## src/rtl/wdog_pkg.sv

```systemverilog
package wdog_pkg;
  localparam int EN_BIT      = 0;
  localparam int RESTART_BIT = 1;
  localparam int SEL_LSB     = 2;
endpackage

```

## src/rtl/wdog_rst_sync.sv

```systemverilog
module wdog_rst_sync (
  input  logic clk,
  input  logic rst_n_i,
  output logic rst_n_o
);
  logic [1:0] sync_q;

  always_ff @(posedge clk or negedge rst_n_i) begin
    if (!rst_n_i) sync_q <= 2'b00;
    else          sync_q <= {sync_q[0], 1'b1};
  end

  assign rst_n_o = sync_q[1];
endmodule

```

## src/rtl/wdog_period_dec.sv

```systemverilog
module wdog_period_dec #(
  parameter int SEL_W     = 3,
  parameter int BASE_LOG2 = 4,
  parameter int CNT_W     = BASE_LOG2 + (1 << SEL_W)
) (
  input  logic [SEL_W-1:0] sel_i,
  output logic [CNT_W-1:0] last_o
);
  localparam int NUM_SEL = 1 << SEL_W;

  logic [CNT_W-1:0] last_tbl [NUM_SEL];

  // one entry per select value: terminal count = period - 1
  for (genvar g = 0; g < NUM_SEL; g++) begin : g_tbl
    assign last_tbl[g] = CNT_W'((64'd1 << (BASE_LOG2 + g)) - 64'd1);
  end

  assign last_o = last_tbl[sel_i];
endmodule

```

## src/rtl/wdog_pulse_gen.sv

```systemverilog
module wdog_pulse_gen #(
  parameter int PULSE_LEN = 4
) (
  input  logic clk,
  input  logic rst_n,
  input  logic fire_i,
  output logic active_o,
  output logic done_o
);
  localparam int PW = $clog2(PULSE_LEN + 1);

  logic [PW-1:0] len_q, len_d;
  logic          len_ce;

  always_comb begin
    len_d = len_q;
    if (fire_i)             len_d = PW'(PULSE_LEN);
    else if (len_q != '0)   len_d = len_q - PW'(1);
  end

  assign len_ce = fire_i || (len_q != '0);

  always_ff @(posedge clk or negedge rst_n) begin
    if (!rst_n)      len_q <= '0;
    else if (len_ce) len_q <= len_d;
  end

  assign active_o = (len_q != '0);
  assign done_o   = (len_q == PW'(1));
endmodule

```

## src/rtl/wdog_timer.sv

```systemverilog
module wdog_timer #(
  parameter int SEL_W     = 3,
  parameter int BASE_LOG2 = 4,
  parameter int PULSE_LEN = 4,
  parameter int CTRL_W    = wdog_pkg::SEL_LSB + SEL_W,
  parameter int CNT_W     = BASE_LOG2 + (1 << SEL_W)
) (
  input  logic              clk,
  input  logic              rst_n,
  input  logic              tick_i,
  input  logic              pwr_down_i,
  input  logic              cfg_we_i,
  input  logic [CTRL_W-1:0] cfg_wdata_i,
  output logic [CTRL_W-1:0] cfg_rdata_o,
  output logic [CNT_W-1:0]  cnt_o,
  output logic              cpu_rst_o
);
  import wdog_pkg::*;

  logic             rst_n_s;
  logic             en_q, en_d;
  logic [SEL_W-1:0] sel_q, sel_d, wsel;
  logic [CNT_W-1:0] cnt_q, cnt_d, last;
  logic             fire, clr, ctrl_ce, cnt_ce;
  logic             pulse_active, pulse_done;

  wdog_rst_sync u_rst_sync (
    .clk     (clk),
    .rst_n_i (rst_n),
    .rst_n_o (rst_n_s)
  );

  wdog_period_dec #(
    .SEL_W     (SEL_W),
    .BASE_LOG2 (BASE_LOG2),
    .CNT_W     (CNT_W)
  ) u_period (
    .sel_i  (sel_q),
    .last_o (last)
  );

  wdog_pulse_gen #(
    .PULSE_LEN (PULSE_LEN)
  ) u_pulse (
    .clk      (clk),
    .rst_n    (rst_n_s),
    .fire_i   (fire),
    .active_o (pulse_active),
    .done_o   (pulse_done)
  );

  assign wsel = cfg_wdata_i[SEL_LSB +: SEL_W];

  // next-state: power-down > pulse in progress > write > tick
  always_comb begin
    en_d  = en_q;
    sel_d = sel_q;
    cnt_d = cnt_q;
    fire  = 1'b0;
    clr   = 1'b0;
    if (pwr_down_i) begin
      en_d  = 1'b0;
      cnt_d = '0;
    end else if (pulse_active) begin
      cnt_d = '0;
    end else begin
      if (cfg_we_i) begin
        en_d  = cfg_wdata_i[EN_BIT];
        sel_d = wsel;
        clr   = cfg_wdata_i[RESTART_BIT] || (wsel != sel_q) || !cfg_wdata_i[EN_BIT];
      end
      if (clr || !en_d) begin
        cnt_d = '0;
      end else if (tick_i) begin
        if (cnt_q == last) begin
          fire  = 1'b1;
          cnt_d = '0;
        end else begin
          cnt_d = cnt_q + CNT_W'(1);
        end
      end
    end
    // end of the CPU reset pulse returns control to its reset state
    if (pulse_done) begin
      en_d  = 1'b0;
      sel_d = '0;
    end
  end

  assign ctrl_ce = pwr_down_i || pulse_done || (cfg_we_i && !pulse_active);
  assign cnt_ce  = (cnt_d != cnt_q);

  always_ff @(posedge clk or negedge rst_n_s) begin
    if (!rst_n_s) begin
      en_q  <= 1'b0;
      sel_q <= '0;
    end else if (ctrl_ce) begin
      en_q  <= en_d;
      sel_q <= sel_d;
    end
  end

  always_ff @(posedge clk or negedge rst_n_s) begin
    if (!rst_n_s)    cnt_q <= '0;
    else if (cnt_ce) cnt_q <= cnt_d;
  end

  always_comb begin
    cfg_rdata_o                     = '0;
    cfg_rdata_o[EN_BIT]             = en_q;
    cfg_rdata_o[SEL_LSB +: SEL_W]   = sel_q;
  end

  assign cnt_o     = cnt_q;
  assign cpu_rst_o = pulse_active;
endmodule

```

## config.mk

```make
export PLATFORM = sky130hd
export DESIGN_NAME = wdog_timer
export DESIGN_NICKNAME = d
export VERILOG_FILES = /design/src/rtl/wdog_pkg.sv /design/src/rtl/wdog_rst_sync.sv /design/src/rtl/wdog_period_dec.sv /design/src/rtl/wdog_pulse_gen.sv /design/src/rtl/wdog_timer.sv
export SDC_FILE = /design/constraint.sdc
export NUM_CORES = 1
export LEC_CHECK = 0
export BUFFER_PORTS_ARGS = -buffer_cell sky130_fd_sc_hd__buf_4
export CORE_ASPECT_RATIO = 1.25
export CORE_MARGIN = 3
export CORE_UTILIZATION = 49
export CTS_CLUSTER_SIZE = 12
export DETAILED_ROUTE_END_ITERATION = 10
export HOLD_SLACK_MARGIN = 0.08
export PLACE_DENSITY = 0.82
export SYNTH_ARGS = -nofsm -noshare
export SYNTH_HDL_FRONTEND = slang
export SYNTH_HIERARCHICAL = 1
export SYNTH_SLANG_ARGS = --single-unit
```

## constraint.sdc

```tcl
create_clock -name clk -period 0.8 [get_ports clk]
set_input_delay 0.08 -clock clk [delete_from_list [all_inputs] [get_ports clk]]
set_output_delay 0.08 -clock clk [all_outputs]
set_load 0.02 [all_outputs]
```

After elaboration in Yosys (flattened, before gate mapping). Memory sizes are Yosys's and may differ from the RTL's. Index checks and enable logic that the tools add are counted.

Register bits: 21. Bits in read-only memories: 96. Bits of input ports: 10. Output and inout port bits: 18. Logic and storage cells: 60. Memories kept: 1.

Memory list: (name not given) (words 8, width 12, rd ports 1, clocked after memory_dff 0, wr ports 0, line wdog_period_dec.sv:18) `assign last_o = last_tbl[sel_i];`.

Add/subtract/negate cells: 2. $lt $le $gt $ge: 1. Eq/ne operators: 7. Muxes and demuxes: 27. Bitwise gates (word level): 1. Reductions and logical operators: 16.

Operators with widths (number): 12-bit two-way mux (7); 3-bit two-way mux (6); 1-bit two-way mux (14); 12-bit by 1-bit adder with 12-bit output, second input constant (1); 12-bit equality test (1); 12-bit != test (1); 1-bit logical OR (6); 4-bit greater-or-equal comparator, second input constant (1); 2-bit by 1-bit != test with 1-bit output, second input constant (2); 3-bit inverter with 4-bit output (1); 2-bit AND reduction (2); 4-bit AND reduction (1); 2-bit nonzero test (2); 3-bit by 1-bit equality test with 1-bit output, second input constant (1); 1-bit zero test (3); 3-bit by 2-bit != test with 1-bit output, second input constant (1); 3-bit != test (1); 3-bit nonzero test (1); 3-bit by 1-bit subtractor with 3-bit output, second input constant (1); 1-bit logical AND (1).

Depth between registers and ports, before layout.
Depth in word-level cells: 12. Mapped depth: 9. Depth with buffers taken out: 8.

By module. The synthesis kept the hierarchy.

Modules (own cells, without submodules): wdog_timer (times used 1, cells each 131, area each 1104.8 um2, seq. area each 400.4 um2); wdog_pulse_gen (times used 1, cells each 18, area each 198.9 um2, seq. area each 75.1 um2); wdog_period_dec (times used 1, cells each 14, area each 96.3 um2, seq. area each 0.0 um2); wdog_rst_sync (times used 1, cells each 3, area each 53.8 um2, seq. area each 50.0 um2).

Worst setup path after synthesis. Ideal clock, no wire load.

Path kind: flip-flop to flip-flop. Start: reg sel_q[1]. End: reg u_pulse.len_q[0]. Setup time: 0.125 ns. Arrival time: 2.237 ns. Data required time: 0.675 ns. Slack: -1.562 ns. Stages on the path, launching flop included: 10. Path buffers: 1. Period minus slack after synthesis: 2.362 ns. Cell sequence: dfrtp_1 or3_1 xor2_1 nor4_1 and3_1 buf_6 nand2_1 nor2_1 nor2b_1 mux2_4.

Word-level cells in the longest chain between the ends: 12. Elaborated cells between the ends (all ways): 21. Classes of those cells: eq/ne (2); mux (11); bitwise (1); reduce/logical (6); memory (1).

Ends and longest elaborated chain: start: declaration (line wdog_timer.sv:22) `logic [SEL_W-1:0] sel_q, sel_d, wsel;`; start signal: assignment (line wdog_timer.sv:99) `sel_q <= sel_d;`; 3-bit inverter with 4-bit output (implied by the code) * (line wdog_period_dec.sv:18); memory read 8 x 12 bit *; 12-bit two-way mux (implied by the code) * (2 in a row) (line wdog_period_dec.sv:18); net last[4] (line wdog_timer.sv:23) `logic [CNT_W-1:0] cnt_q, cnt_d, last;`; 12-bit equality test * (line wdog_timer.sv:75) `if (cnt_q == last) begin`; 1-bit two-way mux * (line wdog_timer.sv:75); 1-bit two-way mux * (line wdog_timer.sv:74) `end else if (tick_i) begin`; 1-bit two-way mux * (line wdog_timer.sv:72) `if (clr || !en_d) begin`; 1-bit two-way mux * (line wdog_timer.sv:64) `end else if (pulse_active) begin`; 1-bit two-way mux * (line wdog_timer.sv:61) `if (pwr_down_i) begin`; net fire (line wdog_timer.sv:24) `logic fire, clr, ctrl_ce, cnt_ce;`; 2-bit nonzero test (no source line) / 1-bit logical OR (equally long branches); 2-bit AND reduction (no source line); end signal: assignment (line wdog_pulse_gen.sv:25) `else if (len_ce) len_q <= len_d;`; end: declaration (line wdog_pulse_gen.sv:12) `logic [PW-1:0] len_q, len_d;`.

Mark *: on every way through the listed nets, which the timed path passes. The rest lies on a longest branch. The select of a mux whose other input is x is not followed. A chain may end at the register's enable or synchronous reset.

Worst setup path in the final report.
Start: reg sel_q[0]. End: reg cnt_q[2], in the netlist cnt_o[2].

Word-level cells in the longest chain between the ends: 11. Elaborated cells between the ends (all ways): 18. Classes of those cells: eq/ne (3); mux (10); bitwise (1); reduce/logical (3); memory (1).

Ends and longest elaborated chain: 3-bit inverter with 4-bit output (implied by the code) * (line wdog_period_dec.sv:18); memory read 8 x 12 bit *; 12-bit two-way mux (implied by the code) * (2 in a row) (line wdog_period_dec.sv:18); net last[4] (line wdog_timer.sv:23); 12-bit equality test * (line wdog_timer.sv:75); 12-bit two-way mux * (line wdog_timer.sv:75); 12-bit two-way mux * (line wdog_timer.sv:74); 12-bit two-way mux * (line wdog_timer.sv:72); 12-bit two-way mux * (line wdog_timer.sv:64); 12-bit two-way mux * (line wdog_timer.sv:61); 12-bit != test (line wdog_timer.sv:91) `assign cnt_ce = (cnt_d != cnt_q);`; end signal: assignment (line wdog_timer.sv:105) `else if (cnt_ce) cnt_q <= cnt_d;`; end: declaration (line wdog_timer.sv:23).

Marked as above.

==> run_results.csv <==
group,metric,value,unit
layout,syn2layout_area_growth,77.0,%
yosys,ys_ff_latch,21,
run_status,violations,"negative setup slack",
yosys,yosysTopAreaCellShare,36.1,%
yosys,syn_area_per_cell,8.76,sq um
worst_setup_path,crit-reg2reg-launch,"sel_q[0]",
sta,fmax,457,MHz
yosys,netlist_instances,166,
flow_run,drv_cap,0,
yosys,synth.cell_area,1450,sq um
floorplan,rows,21,
worst_setup_path,required,1020,ps
cts,clk_pin_slew,140,ps
cts,cts_tree,"built",
cts,cts_made_buffers,3,
yosys,yosysSeqAreaShare,36.1,%
floorplan,die_w,54.7,um
place,dpl.hpwl,3100,um
yosys,synth_edf_count,0,
layout,finalNetCount,269,
cts,insertion_delay,330,ps
sta,hold-worst-slack,148,ps
sta,min_period,2190,ps
global_route,grt_pass1_wl,8600,um
cts,cts_max_level,1,
layout,drive_above_1_share,56.7,%
route,wl_per_cell,24.5,um
cts,cts_sinks,21,
yosys,async_reset_ff_share,100,%
sta,setup_slack,-1390,ps
floorplan,core_area,2760,sq um
global_route,grt_max_degree,20,
route,viasPerCell,6.51,
sta,period_share,274,%
layout,antenna_cells,0,
sta,setup_viol,36,
global_route,grt_pass1_vias,1745,
global_route,track_usage,33.3,%
worst_setup_path,worst_r2r_path_depth,9,
route,vias,1875,
worst_setup_path,crit_fanout,5,
sta,skew,6.79,ps
place,gp_congestion,0.983,
global_route,grt_overflow,0,
place,dp.cells,258,
floorplan,die-area,3660,sq um
worst_setup_path,worstSetupStartpointType,"flip-flop",
worst_hold_path,hold_start,"pwr_down_i",
route,antenna_left,0,
cts,ctsRootBufferMaster,"clkbuf_4",
yosys,synth.distinct_cells,41,
worst_setup_path,cp_data_arrival_time,2410,ps
power,cellLeakagePower,1.22,nW
layout,stdcell_area,2570,sq um
yosys,yosys-top-cells-area,"dfrtp_1, xor2_1, buf_4",
yosys,yosysWarnings,6,
run_status,status,"finished with violations",
floorplan,initial_core_util,52.7,%
power,p_per_area,2200,nW/um^2
worst_setup_path,cp-end-kind,"flip-flop",
route,route.detailed.drc,0,
floorplan,io_pins,28,
place,port_buffers,26,
global_route,grt_antenna_before_repair,0,
yosys,yosysTopAreaCell,"dfrtp_1",
sta,final_hold_viol_count,0,
place,placed_area,2030,sq um
sta,grt_setup_unrepaired,"yes",
worst_hold_path,hold_path_depth,5,
route,firstDrtPassIters,5,
yosys,yosys_most_used_dff,"dfrtp_1",
layout,fin_cells,288,
cts,clock_path_buffers,2,
worst_hold_path,min_path_type,"in -> reg",
worst_setup_path,path_class,"reg -> reg",
worst_setup_path,reg2reg_slack,-1390,ps
worst_setup_path,cp-startpoint,"sel_q[0]",
sta,drv_slew,0,
route,drt_wl_total,7040,um
floorplan,fp.dieH,66.9,um
route,drtIter0Drc,178,
power,peakVddDrop,0.00217,V
power,power,5.67,mW
==> sequential cells by signal (all words and copies together) (netlist names) <==
signal	cells
cnt_o	12
u_rst_sync/sync_q	2
sel_q	3
en_q	1
u_pulse/len_q	3
==> cell type report <==
class	count	area, sq um
clock buffer	3	22.5
clock inverter	1	5.00
multi-input combinational	130	1060
sequential	21	534
fill	82	185
tap	34	42.5
inverter	3	11.3
timing repair buffer	96	902
==> cells by family (layout without fill, tap and decap cells) <==
logic type               count (synthesis)  after routing  share of synthesized area [%]
AO/OA/AOI/OAI                           21             21                           9.21
other                                    4              7                           1.03
AND/OR/NAND/NOR                         77             77                           28.8
XOR/XNOR                                16             16                           9.64
buffers and inverters                   18            103                           7.92
flip-flops                              21             21                           36.1
multiplexers                             5              5                           3.79
adder cells (fa/ha/maj)                  4              4                           3.44
==> placed cells by master (no fill, tap or decap), types with 2 or more instances in the layout <==
cell            n
nor4_4          2
or4_1           2
xor2_2          2
nor2_1         10
nor4_2          2
nand2_4         2
a21oi_1         2
clkbuf_4        3
buf_4          50
nor3_1          4
o21ai_0         2
nand3b_1        3
and3_4          2
ha_4            2
nand2b_4        3
a21o_2          2
nor2_4          2
nand3_1         7
dfrtp_1        14
xor2_1         13
dlygate4sd3_1   7
inv_2           2
nand2_1         9
buf_12          2
buf_6          37
nand4_1         3
dfrtp_2         7
conb_1          7
a21oi_2         6
mux2i_1         3
and3_1          2
nor4_1          5
nand2_2         3
nor2b_1         3
ha_1            2
nand3_2         3
==> repair_timing <==
action	CTS	global route
gates resized for setup	53	22
setup buffers	9	15
hold endpoints to repair	6	0
endpoints found under the setup margin	36	36
hold buffers	7	0
pin swaps	8	8
==> final timing paths <==
kind                                   endpoint
max reg2reg                            cnt_o[2]
max in group asynchronous  u_rst_sync/sync_q[0]
min reg2reg                            cnt_o[9]
min                                    sel_q[0]
min in group asynchronous              cnt_o[9]
max                                    cnt_o[2]
==> worst max-delay path, cell delays in order, from the launching register on <==
cell	delay [ps]
dfrtp_2	470
or3_4	400
xor2_2	170
nor4_4	170
buf_4	160
buf_4	110
nand4_1	190
buf_4	230
nand2b_4	110
nor3_1	80
==> synthesized netlist by cell type, types with 4 or more instances <==
cell type / number
a21oi_1: 8
buf_4: 10
conb_1: 4
dfrtp_1: 21
ha_1: 4
mux2i_1: 4
nand2_1: 14
nand3_1: 10
nor2_1: 12
nor2b_1: 4
nor3_1: 5
nor4_1: 9
xor2_1: 15
==> layer usage <==
| metal | GRT usage (%) | vias to the layer above | wire [um] |
|---|---|---|---|
| li1 | - | 738 | - |
| met1 | 36.0 | 876 | 2320 |
| met2 | 55.3 | 197 | 3390 |
| met3 | 6.26 | 64 | 799 |
| met4 | 24.3 | 0 | 531 |
| met5 | 0 | - | 0 |
==> power by group <==
group | total, mW | switching [mW] | internal [mW]
Combinational | 3.62 | 1.68 | 1.94
Sequential | 1.48 | 0.233 | 1.25
Clock | 0.573 | 0.385 | 0.188
==> metrics by stage <==
step | util, % | setup WS, ps | TNS (ps)
global route | 93.3 | -1500 | -30000
detailed placement | 73.6 | -1280 | -19360
CTS | 86.9 | -1210 | -23590
finish | 93.3 | -1390 | -28090
floorplan | - | -1320 | -16730
global placement | 73.6 | -1220 | -18500
(Power assumes the default switching activity.)
